## src/rtl/bcw_pkg.sv

```systemverilog
package bcw_pkg;
  typedef enum logic {UNIT_US = 1'b0, UNIT_MS = 1'b1} unit_e;

  function automatic int calc_units(input int code, input int step);
    return (code + 1) * step;
  endfunction
endpackage

```

## src/rtl/bcw_tick_gen.sv

```systemverilog
module bcw_tick_gen #(
  parameter int CLK_PER_US = 125,
  parameter int US_PER_MS  = 1000
) (
  input  logic clk,
  input  logic rst,
  input  logic clr,
  input  logic run,
  output logic us_tick,
  output logic ms_tick
);
  localparam int CW = (CLK_PER_US > 1) ? $clog2(CLK_PER_US) : 1;
  localparam int UW = (US_PER_MS > 1) ? $clog2(US_PER_MS) : 1;
  localparam logic [CW-1:0] C_LAST = CW'(CLK_PER_US - 1);
  localparam logic [UW-1:0] U_LAST = UW'(US_PER_MS - 1);

  logic [CW-1:0] clk_cnt;
  logic [UW-1:0] us_cnt;

  assign us_tick = run && (clk_cnt == C_LAST);
  assign ms_tick = us_tick && (us_cnt == U_LAST);

  always_ff @(posedge clk) begin
    if (rst || clr) begin
      clk_cnt <= '0;
      us_cnt  <= '0;
    end else if (run) begin
      clk_cnt <= (clk_cnt == C_LAST) ? '0 : clk_cnt + 1'b1;
      if (us_tick)
        us_cnt <= (us_cnt == U_LAST) ? '0 : us_cnt + 1'b1;
    end
  end
endmodule

```

## src/rtl/bcw_unit_counter.sv

```systemverilog
module bcw_unit_counter #(
  parameter int LIM_W = 9
) (
  input  logic             clk,
  input  logic             rst,
  input  logic             clr,
  input  logic             tick,
  input  logic [LIM_W-1:0] limit,
  output logic             hit
);
  logic [LIM_W-1:0] units;

  assign hit = tick && (units == limit - 1'b1);

  always_ff @(posedge clk) begin
    if (rst || clr)
      units <= '0;
    else if (tick)
      units <= units + 1'b1;
  end
endmodule

```

## src/rtl/bus_cycle_watchdog.sv

```systemverilog
module bus_cycle_watchdog
  import bcw_pkg::*;
#(
  parameter int CLK_PER_US = 125,
  parameter int US_PER_MS  = 1000,
  parameter int STEP_UNITS = 100,
  parameter int STRAP_W    = 2
) (
  input  logic               clk,
  input  logic               rst,
  input  logic               sys_ctrl,
  input  logic               long_range,
  input  logic [STRAP_W-1:0] strap,
  input  logic               cyc_start,
  input  logic               cyc_end,
  output logic               timeout_pulse
);
  localparam int MAX_UNITS = STEP_UNITS * (2 ** STRAP_W);
  localparam int LIM_W     = $clog2(MAX_UNITS + 1);

  logic             active;
  unit_e            unit_q;
  logic [LIM_W-1:0] limit_q;
  logic             start_ok;
  logic             us_tick, ms_tick, unit_tick, hit;

  assign start_ok  = sys_ctrl && cyc_start;
  assign unit_tick = (unit_q == UNIT_MS) ? ms_tick : us_tick;

  bcw_tick_gen #(
    .CLK_PER_US(CLK_PER_US),
    .US_PER_MS (US_PER_MS)
  ) u_ticks (
    .clk    (clk),
    .rst    (rst),
    .clr    (start_ok),
    .run    (active),
    .us_tick(us_tick),
    .ms_tick(ms_tick)
  );

  bcw_unit_counter #(
    .LIM_W(LIM_W)
  ) u_units (
    .clk  (clk),
    .rst  (rst),
    .clr  (start_ok),
    .tick (unit_tick),
    .limit(limit_q),
    .hit  (hit)
  );

  always_ff @(posedge clk) begin
    if (rst) begin
      active        <= 1'b0;
      unit_q        <= UNIT_US;
      limit_q       <= '0;
      timeout_pulse <= 1'b0;
    end else begin
      timeout_pulse <= 1'b0;
      if (!sys_ctrl) begin
        active <= 1'b0;
      end else if (cyc_start) begin
        active  <= 1'b1;
        unit_q  <= long_range ? UNIT_MS : UNIT_US;
        limit_q <= LIM_W'(calc_units(int'(strap), STEP_UNITS));
      end else if (cyc_end) begin
        active <= 1'b0;
      end else if (active && hit) begin
        active        <= 1'b0;
        timeout_pulse <= 1'b1;
      end
    end
  end
endmodule

```

## config.mk

```make
export PLATFORM = sky130hd
export DESIGN_NAME = bus_cycle_watchdog
export DESIGN_NICKNAME = d
export VERILOG_FILES = /design/src/rtl/bcw_pkg.sv /design/src/rtl/bcw_tick_gen.sv /design/src/rtl/bcw_unit_counter.sv /design/src/rtl/bus_cycle_watchdog.sv
export SDC_FILE = /design/constraint.sdc
export NUM_CORES = 1
export LEC_CHECK = 0
export BUFFER_PORTS_ARGS = -buffer_cell sky130_fd_sc_hd__buf_2
export CORE_ASPECT_RATIO = 0.8
export CORE_MARGIN = 3
export CORE_UTILIZATION = 34
export CTS_BUF_LIST = sky130_fd_sc_hd__clkbuf_8 sky130_fd_sc_hd__clkbuf_16
export DETAILED_ROUTE_END_ITERATION = 8
export GPL_ROUTABILITY_DRIVEN = 0
export HOLD_SLACK_MARGIN = 0.15
export PLACE_DENSITY = 0.51
export SYNTH_ARGS = -nofsm -noshare
export SYNTH_HDL_FRONTEND = slang
export SYNTH_HIERARCHICAL = 1
export SYNTH_SLANG_ARGS = --single-unit
```

## constraint.sdc

```tcl
create_clock -name clk -period 6.25 [get_ports clk]
set_input_delay 1.25 -clock clk [delete_from_list [all_inputs] [get_ports clk]]
set_output_delay 1.25 -clock clk [all_outputs]
set_load 0.02 [all_outputs]
```

Word level (Yosys, flattened, before mapping)
Index checks and enable logic that the tools add are counted.
- register bits: 36
- input port bits: 8
- output and inout bits: 1
- word-level logic and storage cells: 36
- add/subtract/negate cells: 5
- multipliers: 1
- eq/ne operators: 3
- multiplexer cells: 8
- bitwise operators: 1
- reduce and logical (&&, ||, !) cells: 11
- operators with widths (cell ; count):
    10-bit by 1-bit adder with 10-bit output, second input constant ; 1
    10-bit == test, second input constant ; 1
    10-bit two-way mux ; 1
    9-bit by 1-bit adder with 9-bit output, second input constant ; 1
    9-bit == test ; 1
    9-bit by 1-bit subtractor with 9-bit output, second input constant ; 1
    7-bit by 1-bit adder with 7-bit output, second input constant ; 1
    7-bit == test, second input constant ; 1
    3-bit by 5-bit multiplier with 7-bit output, second input constant ; 1
    7-bit two-way mux ; 1
    1-bit two-way mux ; 6
    1-bit logical AND ; 5
    2-bit AND reduction ; 2
    4-bit OR reduction ; 1
    2-bit by 1-bit adder with 3-bit output, second input constant ; 1
    3-bit nonzero test ; 1
    2-bit OR reduction ; 1
    1-bit logical OR ; 1
    1-bit inverter ; 1

Longest topological paths before layout
- depth after elaboration: 9
- mapped depth: 13
- gate-level depth less buffers: 12

Modules after synthesis
The synthesis kept the hierarchy.
- by module, submodules not included (module ; instances ; cells an instance ; area an instance (um2) ; sequential area each (um2)):
    bcw_tick_gen ; 1 ; 95 ; 837.1 ; 340.3
    bcw_unit_counter ; 1 ; 81 ; 676.9 ; 180.2
    bus_cycle_watchdog ; 1 ; 48 ; 469.2 ; 180.2

Worst setup path before layout
OpenSTA, ideal clock, no wires.
- kind: register -> register
- start point: register u_ticks.us_cnt[0]
- end point: register active
- setup time: 0.114 ns
- arrival: 2.201 ns
- required time: 6.136 ns
- slack: 3.936 ns
- cell stages (with the launch flop): 12
- path buffers: 0
- period minus slack after synthesis: 2.314 ns
- path through: dfxtp_1 -> ha_1 -> nand2_1 -> or4b_4 -> nor2_1 -> mux2_2 -> o211ai_1 -> a211oi_1 -> nand4_1 -> a211oi_2 -> or3b_1 -> a21oi_2
- word-level cells in the longest chain between the ends: 6
- ends and longest elaborated chain (item ; RTL line ; RTL):
    from (decl) ; bcw_tick_gen.sv:18 ; logic [UW-1:0] us_cnt;
    from (signal assigned) ; bcw_tick_gen.sv:30 ; us_cnt <= (us_cnt == U_LAST) ? '0 : us_cnt + 1'b1;
    10-bit == test ; bcw_tick_gen.sv:21 ; assign ms_tick = us_tick && (us_cnt == U_LAST);
    1-bit logical AND ; bcw_tick_gen.sv:21 ;
    via ms_tick ; bus_cycle_watchdog.sv:25 ; logic us_tick, ms_tick, unit_tick, hit;
    1-bit two-way mux ; bus_cycle_watchdog.sv:28 ; assign unit_tick = (unit_q == UNIT_MS) ? ms_tick : us_tick;
    via unit_tick ; bus_cycle_watchdog.sv:25 ;
    1-bit logical AND ; bcw_unit_counter.sv:13 ; assign hit = tick && (units == limit - 1'b1);
    via hit ; bus_cycle_watchdog.sv:25 ;
    1-bit logical AND ; bus_cycle_watchdog.sv:69 ; end else if (active && hit) begin
    3-bit nonzero test (no source line) ; n/a ;
    to (signal assigned) ; bus_cycle_watchdog.sv:64 ; active <= 1'b1;
    to (signal assigned) ; bus_cycle_watchdog.sv:68 ; active <= 1'b0;
    to (signal assigned) ; bus_cycle_watchdog.sv:70 ; active <= 1'b0;
    to (decl) ; bus_cycle_watchdog.sv:21 ; logic active;
The timed path passes the listed nets, and every way through them passes these cells.
A chain may end at the register's enable or synchronous reset.

Worst setup path after layout
Ends and elaborated chain as after synthesis.

==> impl_metrics.py <==
metrics = {
    "synthesis": {
        "syn_area_mm2": 0.00198,
        "yosys-top-cells-area": "dfxtp_1 35%, xnor2_1 9.3%, nor2_1 5.5%",
        "synth-seq-cells": 35,
        "synth_cells": 224,
        "synthTopCellsByCount": "35 x dfxtp_1, 29 x nor2_1, 21 x xnor2_1",
        "synth.distinct_cells": 49,
        "yosys.area.top_type": "dfxtp_1",
        "synth_most_common_cell": "dfxtp_1",
        "synth-async-reset-ratio_pct": 0,
        "synth-edff-count": 0,
        "ys.flop_type": "dfxtp_1",
        "synth_top_area_share_pct": 35.3,
        "syn_avg_cell_area_um2": 8.85,
        "synth-seq-area-share_pct": 35.3,
        "ys_warn_count": 6,
    },
    "route": {
        "first_pass_iters": 4,
        "ant_nets": 0,
        "drt-total-wl_um": 3740,
        "routed-via-count": 1481,
        "drtIter0Drc": 112,
        "post_drt_wl_per_cell_um": 11.8,
        "drc": 0,
        "viasPerCell": 4.67,
    },
    "floorplanning": {
        "num_rows": 24,
        "initial_core_util_pct": 35.7,
        "io_pins": 9,
        "core-area_mm2": 0.00556,
        "die_x_um": 91.4,
        "die_h_um": 74.3,
        "die_area_mm2": 0.00679,
    },
    "layout": {
        "drive_gt1_share_pct": 15.1,
        "fin_nets": 254,
        "final_area_mm2": 0.00221,
        "fin_util_pct": 39.8,
        "instances_no_fill": 317,
        "nFillCells": 578,
        "area_growth_pct": 11.5,
        "num_antenna_cells": 0,
    },
    "setup_path": {
        "slowest_delay_ns": 0.54,
        "r2r_slack_ns": 3.72,
        "r2r-end": "active",
        "required_ns": 6.43,
        "crit_fanout": 6,
        "ff2ff_path_depth": 11,
        "path_delay_family": "simple AND/OR/NAND/NOR gates",
        "cp_num_buf_inv": 0,
        "worst_setup_path_start_kind": "flop",
        "critical_path_class": "flop to flop",
        "reg2reg_from": "u_ticks/us_cnt[0]",
        "endpoint_kind": "flop",
        "path_cells": "ha_1 -> nand2_1 -> or4b_4 -> nor2_1 -> mux2_2 -> o211ai_1 -> a211oi_1 -> nand4_1 -> a211oi_2 -> or3b_1 -> a21oi_2",
        "cp.arrival_ns": 2.71,
        "cpMaxStageDelayCell": "or4b_4",
    },
    "clock_network": {
        "cts_hold_buf": 0,
        "cts_buffers": 5,
        "cts_num_sinks": 35,
        "worstSkewPairLatency_ns": 0.29,
        "clock_path_buffers": 2,
        "clk_pin_slew_ns": 0.08,
        "htree_num_levels": 2,
        "cts_tree": "built",
        "root_buffer": "clkbuf_8",
        "cts_setup_buffers": 0,
        "ctsResizeCount": 0,
    },
    "timing": {
        "tightest_slew_ns": 0.502,
        "skew_ns": 0.0131,
        "period_share_pct": 40.4,
        "hold_viol_final": 0,
        "rsz0062_at_grt": "false",
        "fin_crit_ns": 2.53,
        "setup_viol": 0,
        "relSlewSlack_pct": 66.5,
        "slew_violations": 0,
        "max_freq_mhz": 396,
        "final.setup.tns_ns": 0,
    },
    "global_route": {
        "grt_pass1_vias": 1405,
        "grt_overflow": 0,
        "grt_pass1_wl_um": 6530,
        "grt_usage_pct": 12.2,
        "grt_max_degree": 13,
        "grt_antenna_before_repair": 0,
    },
    "min_path": {
        "hold_path.startpoint": "u_ticks/us_cnt[8]",
        "hold-path-endpoint": "u_ticks/us_cnt[8]",
        "hold_class": "flop to flop",
        "min_path_cells": 2,
    },
    "run": {
        "maxCapViolations": 0,
    },
    "status": {
        "status": "finished clean",
    },
    "placed_design": {
        "portBuffers": 8,
        "dp.cells": 309,
        "place_area_mm2": 0.00210,
        "dp_hpwl_um": 2770,
    },
    "pwr": {
        "leakage_nw": 0.756,
        "vdd_drop_max_mv": 0.0951,
        "power_density_mw_per_mm2": 214,
        "p_total_mw": 0.474,
    },
}
[metal layers]
layer  vias up  global-route usage [%]  routed length [µm]
li1        795                       -                   -
met4         0                    4.01                  21
met5         -                       0                   0
met3         3                    3.64                 106
met2        13                    17.0                1460
met1       670                    17.9                2160
[state kept, by name, indices dropped and copies added (netlist names)]
register / count
u_ticks/clk_cnt: 7
limit_q: 6
timeout_pulse: 1
u_ticks/us_cnt: 10
active: 1
unit_q: 1
u_units/units: 9
[power breakdown]
group	switching [mW]	internal [mW]	total, mW	leakage (nW)
logic	0.0215	0.0172	0.0387	0.415
clock network	0.0846	0.119	0.203	0.0581
registers	0.00584	0.226	0.232	0.283
[cell usage in the layout (no fill, tap or decap), types with 2 or more instances in the layout]
cell type	instances
or4_4	2
buf_2	8
a21boi_1	2
a211oi_2	3
nor2_1	29
clkbuf_8	5
dfxtp_1	35
ha_1	8
nand3b_1	3
xnor2_1	21
inv_1	10
mux2i_1	2
xor2_1	12
or3_1	4
a21oi_2	2
a21bo_2	3
nand4_1	9
nor3_1	5
o22ai_1	2
o21ai_0	3
nand3_1	9
nand2b_1	3
a21oi_1	9
a31oi_1	2
conb_1	9
or2_1	2
nand2_1	12
o31ai_1	2
nor4_1	3
[how the worst max path moves through the flow]
stage	from	to	slack, ns	cells after the start
6_report	u_ticks/us_cnt[0]	active	3.72	11
5_1_grt	u_ticks/us_cnt[0]	active	3.57	11
4_1_cts	u_ticks/us_cnt[0]	active	3.72	11
3_5_place_dp	u_ticks/us_cnt[0]	active	3.71	11
3_3_place_gp	u_ticks/us_cnt[0]	active	3.80	11
2_1_floorplan	u_ticks/us_cnt[0]	active	3.94	11
[area by class of cell]
| class | count | area, µm² | area share [%] |
|---|---|---|---|
| sequential | 35 | 701 | 31.7 |
| tap | 78 | 97.6 | 4.41 |
| inverter | 11 | 41.3 | 1.87 |
| multi-input combinational | 177 | 1220 | 55.1 |
| clock inverter | 3 | 43.8 | 1.98 |
| timing repair buffer | 8 | 40.0 | 1.81 |
| clock buffer | 5 | 68.8 | 3.11 |
[cell families after synthesis]
logic type,Yosys count,share of synthesized area [%]
compound gates,32,11.7
xor+xnor,33,14.6
fa+ha+maj,8,5.05
buf+inv,20,4.67
flops,35,35.3
mux,3,1.58
other cells,1,0.189
simple gates,92,26.9
[through the flow]
step	setup slack (ns)	hold slack [ns]
after floorplan	3.94	0.456
after global placement	3.80	0.494
after detailed placement	3.71	0.492
after CTS	3.72	0.507
after global routing	3.57	0.521
final	3.72	0.508
[worst reg2reg max path, cell delays in order (launching register included)]
cell and delay [ns]:
dfxtp_1 0.39, ha_1 0.19, nand2_1 0.12, or4b_4 0.54, nor2_1 0.10, mux2_2 0.23, o211ai_1 0.10, a211oi_1 0.23
nand4_1 0.13, a211oi_2 0.19, or3b_1 0.16, a21oi_2 0.05
Power figures use the tool's default switching activity.
